===== src/rtl/i2cseq_pkg.sv =====
package i2cseq_pkg;

  localparam logic [7:0] SC_START     = 8'h08;
  localparam logic [7:0] SC_RESTART   = 8'h10;
  localparam logic [7:0] SC_WADDR_ACK = 8'h18;
  localparam logic [7:0] SC_WADDR_NAK = 8'h20;
  localparam logic [7:0] SC_WDAT_ACK  = 8'h28;
  localparam logic [7:0] SC_WDAT_NAK  = 8'h30;
  localparam logic [7:0] SC_RADDR_ACK = 8'h40;
  localparam logic [7:0] SC_RADDR_NAK = 8'h48;
  localparam logic [7:0] SC_RDAT_ACK  = 8'h50;
  localparam logic [7:0] SC_RDAT_NAK  = 8'h58;
  localparam logic [7:0] SC_WADR2_ACK = 8'hD0;
  localparam logic [7:0] SC_RADR2_ACK = 8'hE0;

  typedef enum logic [3:0] {
    A_NONE, A_START, A_RESTART, A_ADDR1, A_ADDR2,
    A_DATA, A_RCV, A_CONT, A_RCV_STOP, A_STOP
  } seqAct_e;

  typedef enum logic [1:0] {
    RES_OK = 2'd0, RES_NODEV = 2'd1, RES_BUSERR = 2'd2, RES_ABANDON = 2'd3
  } seqRes_e;

  typedef struct packed {
    seqAct_e act;
    logic    clrAck;
    logic    engInit;
    logic    finish;
    seqRes_e res;
  } seqCmd_t;

endpackage


===== src/rtl/i2cseq_ctrl.sv =====
module i2cseq_ctrl
  import i2cseq_pkg::*;
(
  input  logic       clk,
  input  logic       rstN,
  input  logic       go,
  input  logic       abortReq,
  input  logic       engFlag,
  input  logic [7:0] engStatus,
  input  logic       tenBit,
  input  logic       remZero,
  input  logic       remOne,
  input  logic       remTwo,
  input  logic       posZero,
  input  logic       isLast,
  input  logic       toHit,
  output seqCmd_t    cmd,
  output logic       waiting
);

  typedef enum logic {ST_IDLE, ST_WAIT} seqSt_e;

  seqSt_e st, stNext;
  logic   aborting, abortNext;

  assign waiting = (st == ST_WAIT);

  always_comb begin
    cmd       = '0;
    cmd.act   = A_NONE;
    cmd.res   = RES_OK;
    stNext    = st;
    abortNext = aborting;
    case (st)
      ST_IDLE: begin
        if (engFlag) begin
          cmd.act = A_STOP;
        end else if (go) begin
          cmd.act   = A_START;
          stNext    = ST_WAIT;
          abortNext = 1'b0;
        end
      end
      default: begin
        if (abortReq) abortNext = 1'b1;
        if (engFlag) begin
          case (engStatus)
            SC_START, SC_RESTART: cmd.act = A_ADDR1;
            SC_WADDR_ACK, SC_WADR2_ACK, SC_WDAT_ACK: begin
              if (engStatus == SC_WADDR_ACK && tenBit) begin
                cmd.act = A_ADDR2;
              end else if (remZero || (aborting && !posZero)) begin
                if (isLast || aborting) begin
                  cmd.act    = A_STOP;
                  cmd.finish = 1'b1;
                  cmd.res    = aborting ? RES_ABANDON : RES_OK;
                  stNext     = ST_IDLE;
                end else begin
                  cmd.act = A_RESTART;
                end
              end else begin
                cmd.act = A_DATA;
              end
            end
            SC_RADDR_ACK, SC_RADR2_ACK: begin
              if (engStatus == SC_RADDR_ACK && tenBit) begin
                cmd.act = A_ADDR2;
              end else if (remZero) begin
                cmd.act    = A_STOP;
                cmd.finish = 1'b1;
                cmd.res    = aborting ? RES_ABANDON : RES_OK;
                stNext     = ST_IDLE;
              end else begin
                cmd.act    = A_CONT;
                cmd.clrAck = remOne || aborting;
              end
            end
            SC_RDAT_ACK: begin
              cmd.act    = A_RCV;
              cmd.clrAck = remTwo || aborting;
            end
            SC_RDAT_NAK: begin
              cmd.act    = A_RCV_STOP;
              cmd.finish = 1'b1;
              cmd.res    = aborting ? RES_ABANDON : RES_OK;
              stNext     = ST_IDLE;
            end
            SC_WADDR_NAK, SC_WDAT_NAK, SC_RADDR_NAK: begin
              cmd.act    = A_STOP;
              cmd.finish = 1'b1;
              cmd.res    = RES_NODEV;
              stNext     = ST_IDLE;
            end
            default: begin
              cmd.act     = A_STOP;
              cmd.engInit = 1'b1;
              cmd.finish  = 1'b1;
              cmd.res     = RES_BUSERR;
              stNext      = ST_IDLE;
            end
          endcase
        end else if (toHit) begin
          if (aborting) begin
            cmd.act     = A_STOP;
            cmd.engInit = 1'b1;
            cmd.finish  = 1'b1;
            cmd.res     = RES_ABANDON;
            stNext      = ST_IDLE;
          end else begin
            abortNext = 1'b1;
          end
        end
      end
    endcase
  end

  always_ff @(posedge clk) begin
    if (!rstN) begin
      st       <= ST_IDLE;
      aborting <= 1'b0;
    end else begin
      st       <= stNext;
      aborting <= abortNext;
    end
  end

endmodule


===== src/rtl/i2cseq_dp.sv =====
module i2cseq_dp
  import i2cseq_pkg::*;
#(
  parameter int IDX_W = 3,
  parameter int LEN_W = 4,
  parameter int TO_W  = 16
) (
  input  logic             clk,
  input  logic             rstN,
  input  seqCmd_t          cmd,
  input  logic             waiting,
  input  logic             engFlag,
  input  logic [IDX_W-1:0] lastIdx,
  input  logic [TO_W-1:0]  toLimit,
  input  logic [9:0]       msgAddr,
  input  logic             msgTenBit,
  input  logic             msgRead,
  input  logic [LEN_W-1:0] msgLen,
  input  logic [7:0]       bufRdData,
  input  logic [7:0]       engRxData,
  output logic [IDX_W-1:0] msgSel,
  output logic [LEN_W-1:0] bufPos,
  output logic             remZero,
  output logic             remOne,
  output logic             remTwo,
  output logic             posZero,
  output logic             isLast,
  output logic             toHit,
  output logic             bufWe,
  output logic [LEN_W-1:0] bufWrPos,
  output logic [7:0]       bufWrData,
  output logic             engTxWe,
  output logic [7:0]       engTxData,
  output logic             engCtrlWe,
  output logic             engCtrlStart,
  output logic             engCtrlStop,
  output logic             engCtrlAck,
  output logic             engCtrlIntEn,
  output logic             engInit,
  output logic             done,
  output logic [1:0]       result
);

  localparam logic [LEN_W-1:0] LEN_ONE = LEN_W'(1);
  localparam logic [LEN_W-1:0] LEN_TWO = LEN_W'(2);

  logic [IDX_W-1:0] lastReg;
  logic [LEN_W-1:0] remain;
  logic [TO_W-1:0]  toCnt;
  logic             ackEn, ackNow;
  logic [7:0]       addrFirst, addrSecond;

  assign remain  = msgLen - bufPos;
  assign remZero = (remain == '0);
  assign remOne  = (remain == LEN_ONE);
  assign remTwo  = (remain == LEN_TWO);
  assign posZero = (bufPos == '0);
  assign isLast  = (msgSel == lastReg);
  assign toHit   = waiting && (toCnt == toLimit);
  assign ackNow  = ackEn && !cmd.clrAck;

  assign addrFirst  = msgTenBit ? {5'b11110, msgAddr[9:8], msgRead}
                                : {msgAddr[6:0], msgRead};
  assign addrSecond = msgAddr[7:0];

  always_ff @(posedge clk) begin
    if (!rstN || !waiting || engFlag || toHit) toCnt <= '0;
    else                                      toCnt <= toCnt + 1'b1;
  end

  always_ff @(posedge clk) begin
    if (!rstN) begin
      msgSel       <= '0;
      lastReg      <= '0;
      bufPos       <= '0;
      ackEn        <= 1'b1;
      bufWe        <= 1'b0;
      bufWrPos     <= '0;
      bufWrData    <= '0;
      engTxWe      <= 1'b0;
      engTxData    <= '0;
      engCtrlWe    <= 1'b0;
      engCtrlStart <= 1'b0;
      engCtrlStop  <= 1'b0;
      engCtrlAck   <= 1'b0;
      engCtrlIntEn <= 1'b0;
      engInit      <= 1'b0;
      done         <= 1'b0;
      result       <= '0;
    end else begin
      bufWe        <= 1'b0;
      engTxWe      <= 1'b0;
      engCtrlWe    <= 1'b0;
      engCtrlStart <= 1'b0;
      engCtrlStop  <= 1'b0;
      engCtrlAck   <= 1'b0;
      engCtrlIntEn <= 1'b0;
      engInit      <= cmd.engInit;
      done         <= cmd.finish;
      if (cmd.finish) result <= cmd.res;
      if (cmd.act != A_NONE) begin
        engCtrlWe    <= 1'b1;
        engCtrlIntEn <= 1'b1;
        engCtrlAck   <= ackNow;
        ackEn        <= ackNow;
      end
      case (cmd.act)
        A_START: begin
          msgSel       <= '0;
          lastReg      <= lastIdx;
          bufPos       <= '0;
          ackEn        <= 1'b1;
          engCtrlAck   <= 1'b1;
          engCtrlStart <= 1'b1;
        end
        A_RESTART: begin
          msgSel       <= msgSel + 1'b1;
          bufPos       <= '0;
          ackEn        <= 1'b1;
          engCtrlAck   <= 1'b1;
          engCtrlStart <= 1'b1;
        end
        A_ADDR1: begin
          engTxWe   <= 1'b1;
          engTxData <= addrFirst;
        end
        A_ADDR2: begin
          engTxWe   <= 1'b1;
          engTxData <= addrSecond;
        end
        A_DATA: begin
          engTxWe   <= 1'b1;
          engTxData <= bufRdData;
          bufPos    <= bufPos + 1'b1;
        end
        A_RCV, A_RCV_STOP: begin
          bufWe     <= 1'b1;
          bufWrPos  <= bufPos;
          bufWrData <= engRxData;
          bufPos    <= bufPos + 1'b1;
          if (cmd.act == A_RCV_STOP) begin
            engCtrlStop  <= 1'b1;
            engCtrlIntEn <= 1'b0;
          end
        end
        A_STOP: begin
          engCtrlStop  <= 1'b1;
          engCtrlIntEn <= 1'b0;
        end
        default: ;
      endcase
    end
  end

endmodule


===== src/rtl/i2c_msg_seq.sv =====
module i2c_msg_seq
  import i2cseq_pkg::*;
#(
  parameter int IDX_W = 3,
  parameter int LEN_W = 4,
  parameter int TO_W  = 16
) (
  input  logic             clk,
  input  logic             rstN,
  input  logic             go,
  input  logic [IDX_W-1:0] lastIdx,
  input  logic             abortReq,
  input  logic [TO_W-1:0]  toLimit,
  output logic [IDX_W-1:0] msgSel,
  input  logic [9:0]       msgAddr,
  input  logic             msgTenBit,
  input  logic             msgRead,
  input  logic [LEN_W-1:0] msgLen,
  output logic [LEN_W-1:0] bufPos,
  input  logic [7:0]       bufRdData,
  output logic             bufWe,
  output logic [LEN_W-1:0] bufWrPos,
  output logic [7:0]       bufWrData,
  input  logic             engFlag,
  input  logic [7:0]       engStatus,
  input  logic [7:0]       engRxData,
  output logic             engTxWe,
  output logic [7:0]       engTxData,
  output logic             engCtrlWe,
  output logic             engCtrlStart,
  output logic             engCtrlStop,
  output logic             engCtrlAck,
  output logic             engCtrlIntEn,
  output logic             engInit,
  output logic             busy,
  output logic             done,
  output logic [1:0]       result
);

  seqCmd_t cmd;
  logic    remZero, remOne, remTwo, posZero, isLast, toHit;

  i2cseq_ctrl u_ctrl (
    .clk      (clk),
    .rstN     (rstN),
    .go       (go),
    .abortReq (abortReq),
    .engFlag  (engFlag),
    .engStatus(engStatus),
    .tenBit   (msgTenBit),
    .remZero  (remZero),
    .remOne   (remOne),
    .remTwo   (remTwo),
    .posZero  (posZero),
    .isLast   (isLast),
    .toHit    (toHit),
    .cmd      (cmd),
    .waiting  (busy)
  );

  i2cseq_dp #(.IDX_W(IDX_W), .LEN_W(LEN_W), .TO_W(TO_W)) u_dp (
    .clk         (clk),
    .rstN        (rstN),
    .cmd         (cmd),
    .waiting     (busy),
    .engFlag     (engFlag),
    .lastIdx     (lastIdx),
    .toLimit     (toLimit),
    .msgAddr     (msgAddr),
    .msgTenBit   (msgTenBit),
    .msgRead     (msgRead),
    .msgLen      (msgLen),
    .bufRdData   (bufRdData),
    .engRxData   (engRxData),
    .msgSel      (msgSel),
    .bufPos      (bufPos),
    .remZero     (remZero),
    .remOne      (remOne),
    .remTwo      (remTwo),
    .posZero     (posZero),
    .isLast      (isLast),
    .toHit       (toHit),
    .bufWe       (bufWe),
    .bufWrPos    (bufWrPos),
    .bufWrData   (bufWrData),
    .engTxWe     (engTxWe),
    .engTxData   (engTxData),
    .engCtrlWe   (engCtrlWe),
    .engCtrlStart(engCtrlStart),
    .engCtrlStop (engCtrlStop),
    .engCtrlAck  (engCtrlAck),
    .engCtrlIntEn(engCtrlIntEn),
    .engInit     (engInit),
    .done        (done),
    .result      (result)
  );

endmodule


===== config.mk =====
export PLATFORM = sky130hd
export DESIGN_NAME = i2c_msg_seq
export DESIGN_NICKNAME = d
export VERILOG_FILES = /design/src/rtl/i2cseq_pkg.sv /design/src/rtl/i2cseq_ctrl.sv /design/src/rtl/i2cseq_dp.sv /design/src/rtl/i2c_msg_seq.sv
export SDC_FILE = /design/constraint.sdc
export NUM_CORES = 1
export LEC_CHECK = 0
export BUFFER_PORTS_ARGS = -buffer_cell sky130_fd_sc_hd__buf_2
export CORE_ASPECT_RATIO = 1.4
export CORE_MARGIN = 2
export CORE_UTILIZATION = 32
export DETAILED_ROUTE_END_ITERATION = 10
export PLACE_DENSITY = 0.55
export SLEW_MARGIN = 10
export SYNTH_ARGS = -nofsm -noshare
export SYNTH_HDL_FRONTEND = slang
export SYNTH_SLANG_ARGS = --single-unit
export TNS_END_PERCENT = 100

===== constraint.sdc =====
create_clock -name clk -period 5.5 [get_ports clk]
set_input_delay 0.275 -clock clk [delete_from_list [all_inputs] [get_ports clk]]
set_output_delay 0.275 -clock clk [all_outputs]
set_load 0.05 [all_outputs]

==> impl_metrics.json <==
{
  "use_met3_pct": 4.01,
  "die_h_microns": 127,
  "ctsResizeCount": 0,
  "p_seq_share_pct": 39.0,
  "use_met2_pct": 27.7,
  "tns_ns": 0,
  "die_area_sq_um": 11700,
  "fillers": 1107,
  "cp.required_ns": 5.71,
  "postCtsSetupBuffers": 0,
  "synth-async-reset-ratio_pct": 0,
  "hold_buffers": 0,
  "port_buffers": 102,
  "total_power_mw": 1.15,
  "setup_viol": 0,
  "finalHoldViolations": 0,
  "design_area_sq_um": 4360,
  "synth-main-ff-cell": "dfxtp_1",
  "hold_ws_ns": 0.185,
  "die_x_microns": 91.9,
  "drcViolationCount": 0,
  "pwr_density_cell_nw_per_um2": 265,
  "period_share_pct": 67.2,
  "p_sw_mw": 0.285,
  "clkPwrFrac_pct": 47.9,
  "top_usage_layer": "met2",
  "endpoint_kind": "register",
  "grt.total_usage_pct": 16.2,
  "synth.avg_cell_area_sq_um": 8.51,
  "maxCapViolations": 0,
  "antenna_cells": 0,
  "relSlewSlack_pct": 21.6,
  "comb_power_share_pct": 13.1,
  "worstSetupPathType": "reg2reg",
  "cts_tree": "done",
  "grt_max_degree": 30,
  "max_stage_delay_ns": 0.83,
  "core_region_area_sq_um": 10500,
  "syn_inst": 407,
  "drt_iter0_markers": 137,
  "viasPerCell": 5.12,
  "io_pins": 103,
  "p_int_mw": 0.870,
  "root_buffer": "clkbuf_16",
  "rsz0062_at_grt": "false",
  "initial_utilization_pct": 33.1,
  "layout-drive-gt1-share_pct": 28.0,
  "hp-class": "in2reg",
  "status": "finished clean",
  "synth_nets": 479,
  "cp_cell_sequence": "ha_1 -> inv_1 -> fa_1 -> xor2_1 -> or3b_1 -> a32oi_1 -> o311ai_0 -> nor3_2 -> nor2_1 -> o2111a_1 -> mux2_2",
  "crit_fanout": 17,
  "layout_min_cycle_time_ns": 3.70,
  "regArea_sq_um": 1200,
  "place_congestion": 0.902,
  "netlist_top_cells_area": "dfxtp_1 (35%), xnor2_1 (6.3%), nor2_1 (5.7%)",
  "grt_pass1_vias": 3099,
  "overflow": 0,
  "clk_latency_ns": 0.33,
  "avgRoutedWirePerCell_microns": 14.6,
  "h-tree-depth": 3,
  "crit_slowest_cell": "nor3_2",
  "final_cells": 642,
  "worst_pin_slew_ns": 1.18,
  "clockBufferDepth": 2,
  "dpl.hpwl_mm": 7.18,
  "clock_skew_ns": 0.00981,
  "synth-edff-count": 0,
  "ys_ff_latch": 60,
  "path_buf_inv": 1,
  "ys_types": 64,
  "grt_pass1_wl_mm": 15.0,
  "grtUsageMet1_pct": 18.9,
  "power.share.switching_pct": 24.7,
  "syn_area_sq_um": 3460,
  "drtPass1Iterations": 4,
  "clock_sinks": 60,
  "max_freq_mhz": 270,
  "leakage_nw": 1.83,
  "core.rowCount": 44,
  "multi_input_comb_area_sq_um": 2130,
  "yosysSeqAreaShare_pct": 34.7,
  "num_vias": 3289,
  "dp.cells": 628,
  "arrival_ns": 3.90,
  "irDropWorstVdd_v": 0.000178,
  "synth_top_area_cell": "dfxtp_1",
  "final_nets": 573,
  "clkTransAtPathRegs_ns": 0.05,
  "final_antenna_net_count": 0,
  "area_delta_synth_final_pct": 25.7,
  "antenna_found_initial": 0,
  "placed_area_sq_um": 4070,
  "synth_top_area_share_pct": 34.7,
  "wirelength_mm": 9.40,
  "crit_path_start_kind": "register",
  "yosysWarnings": 0,
  "cp_top_family": "simple AND/OR/NAND/NOR gates",
  "cts_inserted_buffers": 9,
  "finalMaxSlewViolations": 0
}
## registers in the layout (all words and copies together), names as in the netlist, 2 cells and up
register        flops
u_dp.bufPos         4
u_dp.msgSel         3
u_dp.engTxData      8
u_dp.bufWrData      8
u_dp.toCnt         16
u_dp.bufWrPos       4
u_dp.lastReg        3
u_dp.result         2
## area by class of cell
class	count	share of cell area [%]
Sequential cell	60	27.6
Inverter	9	0.775
Clock inverter	2	0.804
Tap cell	138	3.96
Clock buffer	12	5.89
Timing Repair Buffer	104	12.1
Multi-Input combinational cell	317	48.9
## path summary, 6_finish.rpt
path                                              startpoint                        endpoint  slack, ns  depth (start not counted)
worst min register to register  u_dp.lastReg[2]$_SDFFE_PN0P_    u_dp.lastReg[2]$_SDFFE_PN0P_       0.47                          2
worst max register to register   u_dp.bufPos[0]$_SDFFE_PN0P_     u_dp.bufPos[0]$_SDFFE_PN0P_       1.80                         11
worst min-delay path                            engRxData[6]  u_dp.bufWrData[6]$_SDFFE_PN0P_       0.18                          3
worst max-delay path             u_dp.bufPos[0]$_SDFFE_PN0P_     u_dp.bufPos[0]$_SDFFE_PN0P_       1.80                         11
## worst min-delay path: cells and delay by family
family	cells	cell delay (ns)
simple gates	1	0.07
buf+inv	1	0.07
mux	1	0.05
## power groups by stage
stage	Sequential, mW	Combinational, mW	Clock [mW]
after floorplan	0.482	0.0777	0
after global placement	0.459	0.148	0
after detailed placement	0.459	0.151	0
after CTS	0.450	0.151	0.567
after global routing	0.451	0.164	0.586
final	0.450	0.151	0.554
## stage by stage
stage / util (%) / setup slack [ns]
floorplan: - / 2.03
global placement: 38.9 / 1.92
detailed placement: 38.9 / 1.87
CTS: 41.7 / 1.86
global route: 41.7 / 1.55
finish: 41.7 / 1.80
## layer usage
metal  wire length [microns]  up-vias
met4                     246        0
met1                    3970     1549
met5                       0        -
met3                     452       20
met2                    4730       90
li1                        -     1630
## cells in the mapped netlist, types with 2 or more instances
| cell | instances |
|---|---|
| or3_4 | 2 |
| nand4_1 | 11 |
| a31oi_1 | 5 |
| buf_2 | 9 |
| a311oi_1 | 3 |
| a211oi_1 | 6 |
| a2111oi_4 | 2 |
| nand3_1 | 15 |
| o21ai_0 | 3 |
| mux2_2 | 7 |
| nand2_1 | 40 |
| nor3_2 | 2 |
| o21a_1 | 2 |
| nor2_2 | 3 |
| a22o_1 | 3 |
| nor2_1 | 53 |
| and3_1 | 9 |
| a21o_1 | 5 |
| or2_2 | 4 |
| xnor2_1 | 25 |
| nor3_1 | 10 |
| nand2b_1 | 6 |
| inv_1 | 8 |
| a21oi_1 | 16 |
| and3b_1 | 2 |
| ha_1 | 7 |
| and2_1 | 4 |
| xor2_1 | 13 |
| mux2i_1 | 17 |
| clkbuf_1 | 11 |
| o41ai_1 | 4 |
| a32oi_1 | 2 |
| dfxtp_1 | 60 |
| nor3b_1 | 3 |
| nor2b_1 | 5 |
| or3_1 | 2 |
## cells by family after synthesis
family,synth area share (%)
compound gates,16.6
xor+xnor,9.61
fa+ha+maj,3.39
buf+inv,3.79
flops,34.7
mux,7.19
simple gates,24.8
## layout by cell type, fill, tap and decap left out, drive strengths merged, types with 6 or more instances in the layout
cell type    n
clkbuf      12
xnor2       25
a21oi       16
buf        104
nand2b       6
nor2        56
and3         9
nand3       15
ha           7
dfxtp       60
xor2        13
mux2         7
mux2i       17
nand2       40
nand4       11
nor3        12
inv          8
a211oi       6
(Power assumes the default switching activity.)
